$ cat src/rtl/can_boot_pkg.sv
package can_boot_pkg;

  typedef enum logic [2:0] {
    ST_WAIT_INIT,
    ST_SEND_ACK,
    ST_RECV,
    ST_PUMP,
    ST_HALT
  } seq_state_t;

  localparam logic [28:0] INIT_ID      = 29'h555;
  localparam logic [15:0] INIT_SYNC    = 16'h5555;
  localparam logic [3:0]  FULL_DLC     = 4'd8;
  localparam logic [15:0] ERR_SIG_LO   = 16'hADDE;
  localparam logic [15:0] ERR_SIG_HI   = 16'hEFBE;
  localparam int          FRAME_BYTES  = 8;

endpackage

$ cat src/rtl/cbs_init_parse.sv
module cbs_init_parse
  import can_boot_pkg::*;
#(
  parameter int WIN_BYTES = 16384
) (
  input  logic [28:0] id,
  input  logic        ide,
  input  logic [3:0]  dlc,
  input  logic [63:0] data,
  output logic        is_init,
  output logic [15:0] reply_word,
  output logic [15:0] frame_count,
  output logic [15:0] data_word,
  output logic        count_bad
);

  localparam logic [16:0] MAX_FRAMES = 17'(WIN_BYTES / FRAME_BYTES);

  always_comb begin
    reply_word  = data[31:16];
    frame_count = data[47:32];
    data_word   = data[63:48];
    is_init     = !ide && (id == INIT_ID) && (dlc == FULL_DLC) &&
                  (data[15:0] == INIT_SYNC);
    count_bad   = (frame_count == 16'd0) || ({1'b0, frame_count} > MAX_FRAMES);
  end

endmodule

$ cat src/rtl/cbs_ack_build.sv
module cbs_ack_build
  import can_boot_pkg::*;
(
  input  logic [15:0] reply_word,
  input  logic [15:0] frame_count,
  input  logic [15:0] data_word,
  input  logic [15:0] bit_timing,
  input  logic        err,
  output logic [28:0] ack_id,
  output logic        ack_ide,
  output logic [63:0] ack_data
);

  always_comb begin
    ack_id        = {16'd0, reply_word[12:0]};
    ack_ide       = reply_word[13];
    ack_data[15:0]  = bit_timing;
    ack_data[31:16] = reply_word;
    ack_data[47:32] = err ? ERR_SIG_LO : frame_count;
    ack_data[63:48] = err ? ERR_SIG_HI : data_word;
  end

endmodule

$ cat src/rtl/cbs_byte_pump.sv
module cbs_byte_pump #(
  parameter int              ADDR_W    = 32,
  parameter logic [ADDR_W-1:0] BASE_ADDR = 32'h1FFF_C000,
  parameter int              WIN_BYTES = 16384
) (
  input  logic              clk,
  input  logic              rst,
  input  logic              load,
  input  logic [63:0]       frame_in,
  output logic              busy,
  output logic              emit_last,
  output logic              wr_en,
  output logic [ADDR_W-1:0] wr_addr,
  output logic [7:0]        wr_data
);

  localparam int PTR_W = $clog2(WIN_BYTES) + 1;

  logic [63:0]      frame_q;
  logic [2:0]       idx_q;
  logic             active_q;
  logic [PTR_W-1:0] ptr_q;

  assign busy      = active_q;
  assign emit_last = active_q && (idx_q == 3'd7);

  always_ff @(posedge clk) begin
    if (rst) begin
      frame_q  <= '0;
      idx_q    <= '0;
      active_q <= 1'b0;
      ptr_q    <= '0;
      wr_en    <= 1'b0;
      wr_addr  <= '0;
      wr_data  <= '0;
    end else begin
      wr_en <= 1'b0;
      if (active_q) begin
        wr_en   <= 1'b1;
        wr_addr <= BASE_ADDR + ADDR_W'(ptr_q);
        wr_data <= frame_q[{idx_q, 3'b000} +: 8];
        ptr_q   <= ptr_q + 1'b1;
        idx_q   <= idx_q + 1'b1;
        if (idx_q == 3'd7) active_q <= 1'b0;
      end else if (load) begin
        frame_q  <= frame_in;
        idx_q    <= '0;
        active_q <= 1'b1;
      end
    end
  end

endmodule

$ cat src/rtl/can_boot_seq.sv
module can_boot_seq
  import can_boot_pkg::*;
#(
  parameter int                ADDR_W    = 32,
  parameter logic [ADDR_W-1:0] BASE_ADDR = 32'h1FFF_C000,
  parameter int                WIN_BYTES = 16384
) (
  input  logic              clk,
  input  logic              rst,
  input  logic              rx_valid,
  output logic              rx_ready,
  input  logic [28:0]       rx_id,
  input  logic              rx_ide,
  input  logic [3:0]        rx_dlc,
  input  logic [63:0]       rx_data,
  input  logic [15:0]       bit_timing,
  output logic              tx_valid,
  input  logic              tx_ready,
  output logic [28:0]       tx_id,
  output logic              tx_ide,
  output logic [3:0]        tx_dlc,
  output logic [63:0]       tx_data,
  output logic              wr_en,
  output logic [ADDR_W-1:0] wr_addr,
  output logic [7:0]        wr_data,
  output logic              done,
  output logic [ADDR_W-1:0] start_addr
);

  seq_state_t  state_q;
  logic        err_q;
  logic [15:0] frames_left_q;
  logic [13:0] data_id_q;

  logic        is_init;
  logic [15:0] reply_word, frame_count, data_word;
  logic        count_bad;
  logic [28:0] ack_id;
  logic        ack_ide;
  logic [63:0] ack_data;
  logic        pump_busy, pump_last, data_take;

  cbs_init_parse #(.WIN_BYTES(WIN_BYTES)) u_parse (
    .id(rx_id), .ide(rx_ide), .dlc(rx_dlc), .data(rx_data),
    .is_init(is_init), .reply_word(reply_word), .frame_count(frame_count),
    .data_word(data_word), .count_bad(count_bad)
  );

  cbs_ack_build u_ack (
    .reply_word(reply_word), .frame_count(frame_count), .data_word(data_word),
    .bit_timing(bit_timing), .err(count_bad),
    .ack_id(ack_id), .ack_ide(ack_ide), .ack_data(ack_data)
  );

  assign data_take = (state_q == ST_RECV) && rx_valid &&
                     (rx_dlc == FULL_DLC) && (rx_ide == data_id_q[13]) &&
                     (rx_id == {16'd0, data_id_q[12:0]});

  cbs_byte_pump #(.ADDR_W(ADDR_W), .BASE_ADDR(BASE_ADDR), .WIN_BYTES(WIN_BYTES)) u_pump (
    .clk(clk), .rst(rst), .load(data_take), .frame_in(rx_data),
    .busy(pump_busy), .emit_last(pump_last),
    .wr_en(wr_en), .wr_addr(wr_addr), .wr_data(wr_data)
  );

  assign rx_ready = (state_q == ST_WAIT_INIT) || (state_q == ST_RECV);
  assign tx_valid = (state_q == ST_SEND_ACK);

  always_ff @(posedge clk) begin
    if (rst) begin
      state_q       <= ST_WAIT_INIT;
      err_q         <= 1'b0;
      frames_left_q <= '0;
      data_id_q     <= '0;
      tx_id         <= '0;
      tx_ide        <= 1'b0;
      tx_dlc        <= '0;
      tx_data       <= '0;
      done          <= 1'b0;
      start_addr    <= '0;
    end else begin
      done <= 1'b0;
      unique case (state_q)
        ST_WAIT_INIT: begin
          if (rx_valid && is_init) begin
            tx_id         <= ack_id;
            tx_ide        <= ack_ide;
            tx_dlc        <= FULL_DLC;
            tx_data       <= ack_data;
            err_q         <= count_bad;
            frames_left_q <= frame_count;
            data_id_q     <= data_word[13:0];
            state_q       <= ST_SEND_ACK;
          end
        end
        ST_SEND_ACK: begin
          if (tx_ready) state_q <= err_q ? ST_WAIT_INIT : ST_RECV;
        end
        ST_RECV: begin
          if (data_take) state_q <= ST_PUMP;
        end
        ST_PUMP: begin
          if (pump_last) begin
            frames_left_q <= frames_left_q - 1'b1;
            if (frames_left_q == 16'd1) begin
              state_q    <= ST_HALT;
              done       <= 1'b1;
              start_addr <= BASE_ADDR;
            end else begin
              state_q <= ST_RECV;
            end
          end else if (!pump_busy) begin
            state_q <= ST_RECV;
          end
        end
        default: state_q <= ST_HALT;
      endcase
    end
  end

endmodule

$ cat config.mk
export PLATFORM = sky130hd
export DESIGN_NAME = can_boot_seq
export DESIGN_NICKNAME = d
export VERILOG_FILES = /design/src/rtl/can_boot_pkg.sv /design/src/rtl/cbs_init_parse.sv /design/src/rtl/cbs_ack_build.sv /design/src/rtl/cbs_byte_pump.sv /design/src/rtl/can_boot_seq.sv
export SDC_FILE = /design/constraint.sdc
export NUM_CORES = 1
export LEC_CHECK = 0
export ABC_AREA = 0
export CAP_MARGIN = 20
export CORE_ASPECT_RATIO = 1.25
export CORE_UTILIZATION = 65
export DETAILED_ROUTE_END_ITERATION = 7
export DONT_BUFFER_PORTS = 1
export GPL_TIMING_DRIVEN = 0
export HOLD_SLACK_MARGIN = 0.12
export PLACE_DENSITY = 0.77
export SYNTH_ARGS = -nofsm -noshare
export SYNTH_HDL_FRONTEND = slang
export SYNTH_SLANG_ARGS = --single-unit
export TNS_END_PERCENT = 5
$ cat constraint.sdc
create_clock -name clk -period 3.2 [get_ports clk]
set_clock_uncertainty 0.15 [all_clocks]
set_input_delay 0.16 -clock clk [delete_from_list [all_inputs] [get_ports clk]]
set_output_delay 0.16 -clock clk [all_outputs]
set_load 0.02 [all_outputs]
# == Word level (Yosys, flattened, before mapping) ==
# Cells that the tools add are included.
# W data, S select, Z words.
# word_totals
input_bits,118
register_bits,239
wordCells,83
out_inout_bits,174
mem_bits_ro,0
ramBits,0
n_memories,0
latch_bits,0
# classes
eq_ne,15
reduce_logical,22
mul,0
n_mux,20
addsub,4
div_mod_pow,0
bitwise,3
shift,1
magnitude_cmp,1
# ops
cell,count
$mux W16,4
$shiftx A64 B7 Y8,1
$pmux W16 S2,1
$add A29 B15 Y30 const A,1
$eq A29 B11 Y1 const B,1
$eq A29 B13 Y1,1
$mux W3,8
$eq A16 B1 Y1 const B,1
$eq A16 B15 Y1 const B,1
$gt A16 B12 Y1 const B,1
$logic_not A16 Y1,1
$sub A16 B1 Y16 const B,1
$add A15 B1 Y15 const B,1
$pmux W3 S4,1
$logic_and A1 B1 Y1,9
$eq A3 B2 Y1 const B,2
$reduce_and A3 Y1,2
$mux W1,5
$eq A4 B4 Y1 const B,1
$ne A2 B1 Y1 const B,2
$ne A2 B2 Y1 const B,2
$reduce_and A2 Y1,2
$reduce_and A4 Y1,1
$reduce_bool A2 Y1,2
11 further kinds,14

# == Depth between registers and ports, before layout ==
# logic_depth
word_depth,7
mapped_depth,9
mapped_depth_nobuf,7

# == By module ==
# Synthesis repeated with hierarchy kept, for this count alone.
# unflattened
cells_unflattened,1389
area_unflattened_um2,11330.9
# by_module_without_submodules
mod,n_inst,seq_area_each_um2,cells_per_inst,area_each_um2
can_boot_seq,1,2622.5,719,5602.9
cbs_byte_pump,1,2162.1,498,4448.0
cbs_ack_build,1,0.0,98,705.7
cbs_init_parse,1,0.0,74,574.3

# == Worst setup path before layout ==
# OpenSTA, ideal clock, no wires.
# synth_path
path_type,flip-flop to flip-flop
startpoint,register state_q[1]
endpoint,register u_pump.frame_q[0]
setup_ns,0.132
stages_incl_launch_ff,9
synth_period_minus_slack_ns,2.046
t_required_ns,2.918
setup_slack_ns,1.154
n_path_buf,3
arrival_time_ns,1.764
cell_sequence,dfxtp_1 > buf_4 > or3b_1 > and4bb_1 > nand4_1 > buf_2 > buf_2 > o31ai_1 > a21oi_1
# synth_between
elab_chain_len,6
# synth_lines
item,line,text
start: declaration,can_boot_seq.sv:30,seq_state_t state_q;
start signal: assignment,can_boot_seq.sv:96,if (tx_ready) state_q <= err_q ? ST_WAIT_INIT : ST_RECV;
$eq A3 B2 Y1,can_boot_seq.sv:55,assign data_take = (state_q == ST_RECV) && rx_valid &&
$logic_and A1 B1 Y1 (2 in a row),can_boot_seq.sv:55,
$logic_and A1 B1 Y1 (2 in a row),can_boot_seq.sv:56,(rx_dlc == FULL_DLC) && (rx_ide == data_id_q[13]) &&
$reduce_and A2 Y1 (no line),-,
end signal: assignment,cbs_byte_pump.sv:46,frame_q <= frame_in;
end: declaration,cbs_byte_pump.sv:19,logic [63:0] frame_q;
# No other way between the ends.
# A chain may end at the register's enable or synchronous reset.

# == Worst setup path after layout ==
# layout_path
startpoint,input rx_dlc[2]
endpoint,register state_q[0]
# layout_between
elab_chain_len,6
word_cells_on_any_way,10
classes_between,eq/ne (3); reduce/logical (7)
# layout_lines
item,line,text
start: declaration,can_boot_seq.sv:14,"input logic [3:0] rx_dlc,"
$eq A4 B4 Y1 (*),"cbs_init_parse.sv:23, can_boot_seq.sv:56",
$logic_and A1 B1 Y1 (on tied branches),"cbs_init_parse.sv:23, can_boot_seq.sv:55",
$logic_and A1 B1 Y1 (on tied branches),"cbs_init_parse.sv:23, can_boot_seq.sv:56",
$logic_and A1 B1 Y1 (on tied branches),"can_boot_seq.sv:84, can_boot_seq.sv:56",
$ne A2 B1 Y1 (no line) or $ne A2 B2 Y1 (tied branches),-,
$reduce_and A4 Y1 (no line) (*),-,
# Every way passes the cells marked *; elsewhere a longest branch is shown, timed or not.

==> results.md <==
STA:
- The setup TNS is 0 ns.
- The setup-violating endpoint count in the final report is 0.
- The number of max-slew violations in the final report is 0.
- The shortest period the worst path allows is 3.12 ns.
- The hold violation total from the final report is 0.
- The ratio of final minimum period to clock period is 97.5%.
- Setup repair after global routing left no endpoint under its margin.
- The slew at the pin closest to its max-slew limit is 0.849 ns.
- For this run, the top clock speed supported by timing is 0.320 GHz.
- Headroom to the max-slew limit came out at 43.3%.

Detailed routing:
- The number of detailed-routing iterations run before antenna repair is 6.
- The initial detailed-routing violation count is 891.
- For this block, the routed nets add up to 31700 um of wire.
- Dividing the detail-routed via count by the number of cells gives 6.33.
- The remaining routing DRC violations is 0.
- The count of vias placed by the detailed router is 9598.
- After detailed routing, the average wire length per cell comes to 20.9 um.
- The detail route stage leaves a number of antenna-violating nets equal to 0.

CTS:
- The clock network latency to the later pin of the worst-skew pair is 0.51 ns.
- The total setup buffers inserted after CTS is 0.
- The number of levels the H-tree was split into is 1.
- The clock tree buffer depth is 3.
- TritonCTS built the clock tree.
- After clock tree synthesis, the clock-pin slew on the worst setup and hold paths is 0.07 ns.
- CTS placed an instance of clkbuf_16 at the clock tree root.
- The tree built by TritonCTS fans out to 209 sinks.
- In this run, CTS created clock tree buffers numbering 21.

Logic synthesis:
- After synthesis the cells add up to 9970 um2.
- The warning count from the yosys run is 0.
- The count of flip-flops with a built-in enable after synthesis is 0.
- The register bit total from synthesis is 209.
- The mean instance size in the synthesized netlist is 8.56 um2.
- Synthesis produced 1165 cells.
- The most used flip-flop cell after synthesis is dfxtp_1.
- The post-synthesis cell type count is 59.
- The sequential fraction of the synthesis area is 42.0%.
- The post-synthesis async set-or-reset flop share is 0%.

Power:
- The analysis attributes to cell leakage a power of 4.37 nW.
- Power spread over the standard cell area amounts to 447 nW/um2.
- The maximum vdd drop is 0.000412 V.

Setup path:
- The worst flop-to-flop path startpoint is data_id_q[7]$_SDFFE_PP0P_.
- The worst setup path is launched from an input port.
- The path depth of the worst reg2reg path is 8.
- At the worst endpoint, the arrival time is 3.42 ns.
- By instance count, the cell type seen most on the critical path is dlygate4sd3_1.
- On the critical path the largest part of the delay comes from buffers and inverters.
- The biggest cell delay along the critical path is 0.62 ns.
- The slowest library cell on the worst path is dlygate4sd3_1.
- Along the worst path, the maximum fanout reaches 3.
- STA classifies the critical path endpoint as a register.
- The endpoint identified for the worst register-to-register timing path is state_q[0]$_SDFFE_PP0P_.
- Traced cell by cell, the critical path runs through dlygate4sd3_1 > nor2_1 > dlygate4sd3_1 > nand3_1 > dlygate4sd3_1 > o41ai_1 > dlygate4sd3_1 > o2111ai_1 > nor2_1.
- For the worst setup path, the data required time is 3.50 ns.
- The worst setup path is of the in -> reg kind.
- The register-to-register setup slack is 0.14 ns.
- The buffer and inverter count on the worst path is 4.

Die:
- Once the floorplan was initialized, standard cells occupied 66.4% of the core.
- The number of placement rows is 50.
- For this design the top-level I/O count stands at 292.
- The die covers 15800 um2.
- The die is 113 um wide.
- In this run the vertical extent of the chip is 140 um.
- In this run the standard cell core region covers 15000 um2.

Place:
- The area after detailed placement is 10300 um2.
- Port buffering added 0 buffers.
- Routability-driven placement finished with a final weighted congestion of 0.940.
- Detailed placement ended at an HPWL of 22000 um.

Worst hold path:
- In this run the worst hold path is classified as in -> reg.
- For hold timing, the worst endpoint is tx_data[33]$_SDFFE_PP0P_.
- The worst min-delay path startpoint is rx_id[25].
- The worst hold path passes through 6 cells.

Run status:
- The run finished with clean final reports.

Final layout:
- The net count of the finished layout is 1446.
- The area growth from synthesis to layout is 20.7%.
- The fraction of final layout cells with drive strength greater than 1 is 12.4%.
- After filler insertion, the fill cell instance count of the layout stands at 1020.
- After routing the design area is 12000 um2.
- The number of antenna repair diodes is 0.

Global route:
- The first global-routing pass estimated 48700 um of wire.
- The via count of the first global-routing pass is 9403.
- The global route total overflow is 0.
- The overall fraction of global-route tracks in use is 39.2%.
- The number of antenna violations at the first check in global routing is 0.
- The largest net degree at the start of global routing is 17.

Flow run:
- The max capacitance violation total is 0.
Yosys cell counts (all sizes together) (6+ instances only):
master / count / area, um2
dfxtp: 209 / 4180
mux4: 16 / 360
nor4: 15 / 143
o32ai: 10 / 87.6
nand4: 76 / 482
buf: 112 / 779
o21ai: 26 / 130
nand3: 15 / 75.1
nand2b: 10 / 62.6
nor3: 11 / 55.1
xor2: 13 / 114
inv: 33 / 124
or3: 6 / 37.5
nand2: 123 / 462
and3: 7 / 43.8
xnor2: 13 / 114
nor2: 65 / 246
mux2i: 26 / 260
a21oi: 169 / 846
a211oi: 9 / 72.6
o31ai: 67 / 503
clkbuf: 71 / 267
layout make-up:
| cell class | count | area (um2) | area share [%] |
|---|---|---|---|
| Clock buffer | 31 | 603 | 5.01 |
| Tap cell | 182 | 228 | 1.89 |
| Inverter | 34 | 128 | 1.06 |
| Multi-Input combinational cell | 776 | 4790 | 39.8 |
| Sequential cell | 209 | 4180 | 34.8 |
| Clock inverter | 4 | 73.8 | 0.614 |
| Timing Repair Buffer | 98 | 983 | 8.17 |
| Buffer | 183 | 1050 | 8.69 |
worst register-to-register path, cell delays in order (launching register included):
cell and delay [ns]:
dfxtp_1 0.32, xnor2_1 0.21, nand4_1 0.11, dlygate4sd3_1 0.57, nor4_1 0.25, dlygate4sd3_1 0.60
a21oi_1 0.07, dlygate4sd3_1 0.60, nor2_1 0.12
flip-flops by register name, indices dropped and copies added (netlist names):
name	flops
done	1
u_pump.wr_data	8
tx_data	64
err_q	1
u_pump.frame_q	64
start_addr	1
u_pump.wr_en	1
u_pump.wr_addr	16
frames_left_q	16
tx_dlc	1
data_id_q	14
u_pump.ptr_q	15
u_pump.idx_q	3
state_q	3
u_pump.busy	1
kinds of logic (layout without fill, tap and decap cells):
logic type	count (synthesis)	after routing	share of synthesized area (%)
simple gates	358	358	18.7
compound gates	307	307	18.4
buf+inv	217	350	11.8
flops	209	209	42.0
mux	42	42	6.22
xor+xnor	26	26	2.28
fa+ha+maj	5	5	0.627
other cells	1	38	0.0376
timing repair:
action	CTS	global route
setup endpoints to repair	0	2
resized for setup	0	5
hold buffers	98	0
endpoints found under the hold margin	156	0
worst max-delay path by stage:
stage | startpoint | endpoint | slack [ns] | cells past startpoint
final | rx_dlc[2] | state_q[0]$_SDFFE_PP0P_ | 0.08 | 9
after global placement | data_id_q[5]$_SDFFE_PP0P_ | u_pump.frame_q[5]$_SDFFE_PP0P_ | 0.80 | 7
after global routing | data_id_q[7]$_SDFFE_PP0P_ | state_q[0]$_SDFFE_PP0P_ | 0.02 | 8
after detailed placement | data_id_q[5]$_SDFFE_PP0P_ | u_pump.frame_q[1]$_SDFFE_PP0P_ | 0.76 | 7
after floorplan | state_q[1]$_SDFFE_PP0P_ | u_pump.frame_q[0]$_SDFFE_PP0P_ | 1.15 | 8
after CTS | rx_id[17] | state_q[0]$_SDFFE_PP0P_ | 0.14 | 9
per-stage QoR:
stage,power (W),setup slack [ns],utilization (%),cells,hold slack (ns)
floorplan,0.00281,1.15,-,1202,0.136
global placement,0.00284,0.803,68.9,1384,0.142
detailed placement,0.00284,0.757,68.9,1384,0.145
CTS,0.00537,0.140,79.9,1517,0.178
global route,0.00552,0.0241,80.1,1517,0.202
finish,0.00538,0.0787,80.1,1517,0.180
report_power, final:
group	leakage, nW	switching [W]	internal (W)	total, W
Clock	0.331	0.00101	0.00146	0.00247
Sequential	1.68	0.00000000934	0.00260	0.00260
Combinational	2.36	0.000177	0.000138	0.000316
layer usage:
| layer | vias to the layer above | share of wire (%) | global-route usage (%) |
|---|---|---|---|
| met5 | - | 0 | 0 |
| met4 | 0 | 5.3 | 24.1 |
| met3 | 139 | 11 | 9.74 |
| met2 | 598 | 49 | 66.3 |
| met1 | 4463 | 35 | 44.3 |
| li1 | 4398 | - | - |
cells in the final DEF, fill, tap and decap left out, drive strengths merged, types with 5 or more instances in the layout:
cell type    instances
nor4                15
o31ai               67
nand2b              10
xnor2               13
o21ai               26
conb                38
dfxtp              209
buf                112
mux4                16
mux2i               26
nand4               76
dlygate4sd3         97
nor4bb               5
a211oi               9
or3                  6
a21oi              169
nor3                11
nand2              123
clkbuf             102
or4                  5
inv                 34
xor2                13
and3                 7
nor2                65
o32ai               10
ha                   5
nand3               15
(Power assumes the default switching activity.)
